===== config.mk =====
export PLATFORM = sky130hd
export DESIGN_NAME = pcb_window_top
export DESIGN_NICKNAME = d
export VERILOG_FILES = /design/src/rtl/pcb_win_pkg.sv /design/src/rtl/pcb_win_decode.sv /design/src/rtl/pcb_win_reloc.sv /design/src/rtl/pcb_win_snap.sv /design/src/rtl/pcb_window_top.sv
export SDC_FILE = /design/constraint.sdc
export NUM_CORES = 1
export LEC_CHECK = 0
export CAP_MARGIN = 10
export CORE_UTILIZATION = 37
export DETAILED_ROUTE_END_ITERATION = 12
export GPL_ROUTABILITY_DRIVEN = 0
export PLACE_DENSITY_LB_ADDON = 0.12
export SETUP_SLACK_MARGIN = 0.2
export SLEW_MARGIN = 25
export SYNTH_ARGS = -nofsm -noshare
export SYNTH_HDL_FRONTEND = slang
export SYNTH_HIERARCHICAL = 1
export SYNTH_SLANG_ARGS = --single-unit
export TNS_END_PERCENT = 50

===== constraint.sdc =====
create_clock -name clk -period 2.79 [get_ports clk]
set_input_delay 0.558 -clock clk [delete_from_list [all_inputs] [get_ports clk]]
set_output_delay 0.558 -clock clk [all_outputs]
set_load 0.02 [all_outputs]

===== src/rtl/pcb_win_pkg.sv =====
package pcb_win_pkg;

    localparam int ADDR_W     = 20;
    localparam int DATA_W     = 16;
    localparam int OFF_W      = 8;
    localparam int IO_ADDR_W  = 16;
    localparam int BASE_W     = ADDR_W - OFF_W;
    localparam int IO_BASE_W  = IO_ADDR_W - OFF_W;
    localparam int SPACE_BIT  = 12;
    localparam int SLAVE_BIT  = 14;

    localparam logic [DATA_W-1:0] RELOC_RST = 16'h20FF;
    localparam logic [DATA_W-1:0] LEVEL_VAL = 16'h0400;

    localparam logic [OFF_W-1:0] OFF_RELOC = 8'hFE;
    localparam logic [OFF_W-1:0] OFF_SNAP  = 8'hF6;
    localparam logic [OFF_W-1:0] OFF_LEVEL = 8'hF4;

    typedef struct packed {
        logic              valid;
        logic              is_io;
        logic              wr;
        logic [ADDR_W-1:0] addr;
        logic [DATA_W-1:0] wdata;
    } bus_req_t;

    typedef enum logic [1:0] {
        SEL_NONE,
        SEL_RELOC,
        SEL_SNAP,
        SEL_LEVEL
    } reg_sel_t;

    function automatic reg_sel_t offset_to_sel(input logic [OFF_W-1:0] off);
        case (off)
            OFF_RELOC: return SEL_RELOC;
            OFF_SNAP:  return SEL_SNAP;
            OFF_LEVEL: return SEL_LEVEL;
            default:   return SEL_NONE;
        endcase
    endfunction

endpackage


===== src/rtl/pcb_win_decode.sv =====
module pcb_win_decode
    import pcb_win_pkg::*;
(
    input  bus_req_t          req,
    input  logic [DATA_W-1:0] reloc,
    output logic              hit,
    output logic [OFF_W-1:0]  offset,
    output reg_sel_t          sel
);
    logic              mem_space;
    logic [BASE_W-1:0] base;
    logic              mem_match;
    logic              io_match;

    always_comb begin
        mem_space = reloc[SPACE_BIT];
        base      = reloc[BASE_W-1:0];
        mem_match = (req.addr[ADDR_W-1:OFF_W] == base);
        io_match  = (req.addr[IO_ADDR_W-1:OFF_W] == base[IO_BASE_W-1:0]);
        if (mem_space)
            hit = req.valid && !req.is_io && mem_match;
        else
            hit = req.valid && req.is_io && io_match;
        offset = req.addr[OFF_W-1:0];
        sel    = hit ? offset_to_sel(offset) : SEL_NONE;
    end
endmodule


===== src/rtl/pcb_win_reloc.sv =====
module pcb_win_reloc
    import pcb_win_pkg::*;
#(
    parameter logic [DATA_W-1:0] RST_VAL = RELOC_RST
) (
    input  logic              clk,
    input  logic              rst,
    input  logic              we,
    input  logic [DATA_W-1:0] wdata,
    output logic [DATA_W-1:0] q
);
    always_ff @(posedge clk) begin
        if (rst)
            q <= RST_VAL;
        else if (we)
            q <= wdata;
    end

    // without a qualified write the window cannot move
    p_reloc_hold_r11: assert property (@(posedge clk) disable iff (rst)
        !we |=> $stable(q));
endmodule


===== src/rtl/pcb_win_snap.sv =====
module pcb_win_snap
    import pcb_win_pkg::*;
(
    input  logic              clk,
    input  logic              rst,
    input  logic [DATA_W-1:0] pins,
    output logic [DATA_W-1:0] q
);
    always_ff @(posedge clk) begin
        if (rst)
            q <= pins;
    end

    // the snapshot is frozen once reset is released
    p_snap_frozen_r5: assert property (@(posedge clk) disable iff (rst)
        !rst |=> $stable(q));
endmodule


===== src/rtl/pcb_window_top.sv =====
module pcb_window_top
    import pcb_win_pkg::*;
(
    input  logic              clk,
    input  logic              rst,
    input  logic [15:0]       cfg_pins,
    input  logic              bus_valid,
    input  logic              bus_is_io,
    input  logic              bus_wr,
    input  logic [19:0]       bus_addr,
    input  logic [15:0]       bus_wdata,
    output logic              win_hit,
    output logic [7:0]        win_offset,
    output logic [15:0]       bus_rdata,
    output logic              irq_slave
);
    bus_req_t          req;
    reg_sel_t          sel;
    logic [DATA_W-1:0] reloc_q;
    logic [DATA_W-1:0] snap_q;
    logic              reloc_we;

    always_comb begin
        req.valid = bus_valid;
        req.is_io = bus_is_io;
        req.wr    = bus_wr;
        req.addr  = bus_addr;
        req.wdata = bus_wdata;
    end

    pcb_win_decode u_decode (
        .req    (req),
        .reloc  (reloc_q),
        .hit    (win_hit),
        .offset (win_offset),
        .sel    (sel)
    );

    assign reloc_we = req.wr && (sel == SEL_RELOC);

    pcb_win_reloc #(.RST_VAL(RELOC_RST)) u_reloc (
        .clk   (clk),
        .rst   (rst),
        .we    (reloc_we),
        .wdata (req.wdata),
        .q     (reloc_q)
    );

    pcb_win_snap u_snap (
        .clk  (clk),
        .rst  (rst),
        .pins (cfg_pins),
        .q    (snap_q)
    );

    always_comb begin
        bus_rdata = '0;
        if (!req.wr) begin
            case (sel)
                SEL_RELOC: bus_rdata = reloc_q;
                SEL_SNAP:  bus_rdata = snap_q;
                SEL_LEVEL: bus_rdata = LEVEL_VAL;
                default:   bus_rdata = '0;
            endcase
        end
    end

    assign irq_slave = reloc_q[SLAVE_BIT];

    // a hit always agrees with the selected space
    p_space_agree_r2: assert property (@(posedge clk) disable iff (rst)
        win_hit |-> (bus_is_io != reloc_q[SPACE_BIT]));

    // in I/O space only address bits 15:8 are compared
    p_io_upper_free_r3: assert property (@(posedge clk) disable iff (rst)
        (bus_valid && bus_is_io && !reloc_q[SPACE_BIT]
         && bus_addr[15:8] == reloc_q[7:0]) |-> win_hit);

    // nothing is driven on the read bus without a hit
    p_quiet_miss_r4: assert property (@(posedge clk) disable iff (rst)
        !win_hit |-> (bus_rdata == '0));

    // the release level is constant
    p_level_const_r6: assert property (@(posedge clk) disable iff (rst)
        (win_hit && !bus_wr && bus_addr[7:0] == 8'hF4) |-> (bus_rdata == 16'h0400));
endmodule


==> impl_metrics.env <==
export IMPL_run_status="finished with violations"
export IMPL_failed_checks="setup timing"
export IMPL_core_sq_um=4720
export IMPL_ctsHoldBuffers=0
export IMPL_worst_voltage_drop_across_the_vdd_grid_v=0.000257
export IMPL_yosys_register_bits=32
export IMPL_cts_max_path_buffers=2
export IMPL_synthMuxAreaShare_pct=3.87
export IMPL_synth_common_cells="dfxtp_1, edfxtp_1, inv_1, nand2b_1, o32ai_2"
export IMPL_critical_path_endpoint_type="output port"
export IMPL_synth_simple_gate_area_share_pct=16.2
export IMPL_post_synth_main_area_contributors="edfxtp_1, dfxtp_1, o32ai_2"
export IMPL_crit_path_start="bus_addr[17]"
export IMPL_routed_wirelength_mm=4.83
export IMPL_fin_worst_skew_ns=0.00380
export IMPL_fin_ws_ns=-0.0799
export IMPL_area_growth_syn_to_layout_pct=71.9
export IMPL_num_rows=25
export IMPL_ys_dominant_reg_cell="edfxtp_1"
export IMPL_ys_async_sr_fraction_pct=0
export IMPL_drt_pre_antenna_iters=5
export IMPL_first_iter_violations=45
export IMPL_groute_usage_overall_pct=19.9
export IMPL_worst_path_required_time_ns=2.23
export IMPL_synth_distinct_cells=31
export IMPL_synth_area_sq_um=1810
export IMPL_wire_per_inst_microns=14.6
export IMPL_antenna_cells=0
export IMPL_timing_final_setup_violations=15
export IMPL_yosysTopAreaCell="edfxtp_1"
export IMPL_cp_data_arrival_time_ns=2.31
export IMPL_vias=1563
export IMPL_grt_first_pass_wirelength_mm=7.78
export IMPL_number_of_antenna_violations_at_the_first_check_in_global_routing=0
export IMPL_setup_crit_start_kind="input pin"
export IMPL_htree_num_levels=2
export IMPL_design_die_area_sq_um=5180
export IMPL_synthesis_nets=217
export IMPL_cp_cell_sequence="clkdlybuf4s15_1 -> xor2_1 -> o41a_1 -> nor3_4 -> nand2b_4 -> buf_16 -> o32ai_4 -> buf_6"
export IMPL_chipHeight_microns=72.0
export IMPL_floorplan_io_pins=83
export IMPL_post_synth_edffs=16
export IMPL_overflow=0
export IMPL_power_density_over_the_cells_nw_per_um2=338
export IMPL_maxCapViolations=0
export IMPL_cts_buffers=5
export IMPL_worstReg2RegStart="u_reloc/q[11]$_SDFFE_PP0P_"
export IMPL_synth_adder_area_share_pct=0
export IMPL_rsz_0062_raised_after_global_routing="yes"
export IMPL_mean_instance_size_in_the_synthesized_netlist_sq_um=11.3
export IMPL_hpwl_dp_mm=3.72
export IMPL_drive_gt1_share_pct=43.2
export IMPL_clkTransAtPathRegs_ns=0.07
export IMPL_synth_compound_area_share_pct=17.8
export IMPL_critical_path_buf_inv_count=3
export IMPL_dpl_worst_slack_ns=-0.841
export IMPL_cts_root_buf="clkbuf_8"
export IMPL_power_leakage_nw=1.18
export IMPL_n_fill_cell=378
export IMPL_finalCriticalPeriod_ns=2.87
export IMPL_worst_slew_margin_rel_pct=74.5
export IMPL_hp_class="reg2reg"
export IMPL_worst_path_dominant_cell_family="compound AO/OA/AOI/OAI gates"
export IMPL_yosysWarnings=6
export IMPL_largest_net_degree_at_the_start_of_global_routing=33
export IMPL_path_max_fanout=5
export IMPL_yosysTopAreaCellShare_pct=26.5
export IMPL_stdcell_count=331
export IMPL_drt_drc_violations_left=0
export IMPL_timing_max_transition_violations_final=0
export IMPL_design_power_total_mw=1.05
export IMPL_synth_seq_area_share_pct=44.2
export IMPL_finalNetCount=320
export IMPL_synth_top_family_by_area="compound AO/OA/AOI/OAI gates"
export IMPL_tritoncts="done"
export IMPL_transition_time_at_the_pin_with_the_least_slew_margin_ns=0.383
export IMPL_port_bufs=82
export IMPL_dieWidth_microns=72.0
export IMPL_tritoncts_sinks=32
export IMPL_max_freq_mhz=348
export IMPL_synth_xor_xnor_area_share_pct=6.28
export IMPL_worst_hold_startpoint="u_reloc/q[15]$_SDFFE_PP0P_"
export IMPL_effective_utilization_at_floorplan_pct=38.4
export IMPL_period_share_pct=103
export IMPL_synthesis_instances=160
export IMPL_worst_path_largest_cell_delay_ns=0.46
export IMPL_first_global_vias=1678
export IMPL_crit_type="in2out"
export IMPL_drt_antenna_violating_nets=0
export IMPL_numPlacedInstances=317
export IMPL_cell_with_the_largest_stage_delay_on_the_worst_path="o41a_1"
export IMPL_route_detailed_vias_per_inst=4.72
export IMPL_report_final_hold_viol_count=0
export IMPL_clk_insertion_delay_late_ns=0.28
export IMPL_utilization_pct=65.9
## metal layers
| layer | routed length, microns | track usage [%] |
|---|---|---|
| met3 | 233 | 4.44 |
| met1 | 2110 | 24.8 |
| met4 | 44 | 5.88 |
| met5 | 0 | 0 |
| met2 | 2430 | 34.6 |
## path summary, 6_finish.rpt
path | end | slack [ns] | depth (start not counted)
worst max-delay path | bus_rdata[7] | -0.08 | 8
worst min register to register | u_reloc/q[15]$_SDFFE_PP0P_ | 0.52 | 2
worst min-delay path | u_reloc/q[15]$_SDFFE_PP0P_ | 0.52 | 2
worst max register to register | u_reloc/q[0]$_SDFFE_PP1P_ | 0.13 | 10
## sequential cells by signal, indices dropped and copies added (netlist names)
name	cells
u_snap/q	16
u_reloc/q	16
## per-stage QoR
| step | setup TNS [ns] | cell area [sq um] | hold WS, ns |
|---|---|---|---|
| finish | -0.962 | 3110 | 0.516 |
| global route | -2.89 | 3110 | 0.566 |
| CTS | -1.84 | 3110 | 0.523 |
| detailed placement | -18.82 | 2960 | 0.506 |
| global placement | -18.15 | 2960 | 0.482 |
| floorplan | 0 | 2000 | 0.461 |
## layout make-up
class / instances / area [sq um] / area share (%)
inverters: 16 / 60.1 / 1.93
multi-input cells: 94 / 1010 / 32.5
clock inverters: 2 / 10.0 / 0.321
flip-flops and latches: 32 / 802 / 25.8
clock buffers: 6 / 82.6 / 2.65
well taps: 67 / 83.8 / 2.69
repair buffers: 114 / 1060 / 34.2
## cell families (layout without fill, tap and decap cells)
kind of cell / Yosys count / in the layout
buffers and inverters: 34 / 138
xor gates and xnor gates: 13 / 13
AOI/OAI and AO/OA: 28 / 28
and+or+nand+nor: 46 / 46
DFF: 32 / 32
muxes: 7 / 7
## what timing repair did
action                                  in CTS  in global routing
endpoints found under the setup margin      33                 33
setup buffers                                4                  1
pin swaps                                   29                 25
resized for setup                          149                 21
cloned                                       1                  0
## worst reg2reg max path: stages (launching register included)
cell	delay (ns)
dfxtp_1	0.32
xor2_1	0.16
o41a_1	0.51
nor3_4	0.27
buf_6	0.13
nand2b_4	0.06
buf_12	0.16
buf_6	0.12
nor2_4	0.27
and2b_2	0.27
a211o_2	0.26
## where the power goes
part           switching, mW  total, mW  leakage (nW)  internal (mW)
combinational         0.0677      0.157         0.839         0.0890
sequential           0.00514      0.519         0.285          0.514
clock                  0.180      0.377        0.0510          0.197
total                  0.253       1.05          1.18          0.800
## cells in the final DEF, fill, tap and decap left out, types with 7 or more instances in the layout
| cell | n |
|---|---|
| dfxtp_1 | 15 |
| buf_4 | 27 |
| mux2i_1 | 7 |
| nand2b_1 | 15 |
| a211o_2 | 9 |
| inv_1 | 16 |
| clkbuf_2 | 7 |
| dlygate4sd2_1 | 7 |
| nor2_1 | 7 |
| clkdlybuf4s50_1 | 42 |
| o32ai_4 | 10 |
| edfxtp_1 | 16 |
| buf_6 | 21 |
Note: power is estimated with default switching activity, not from simulation.
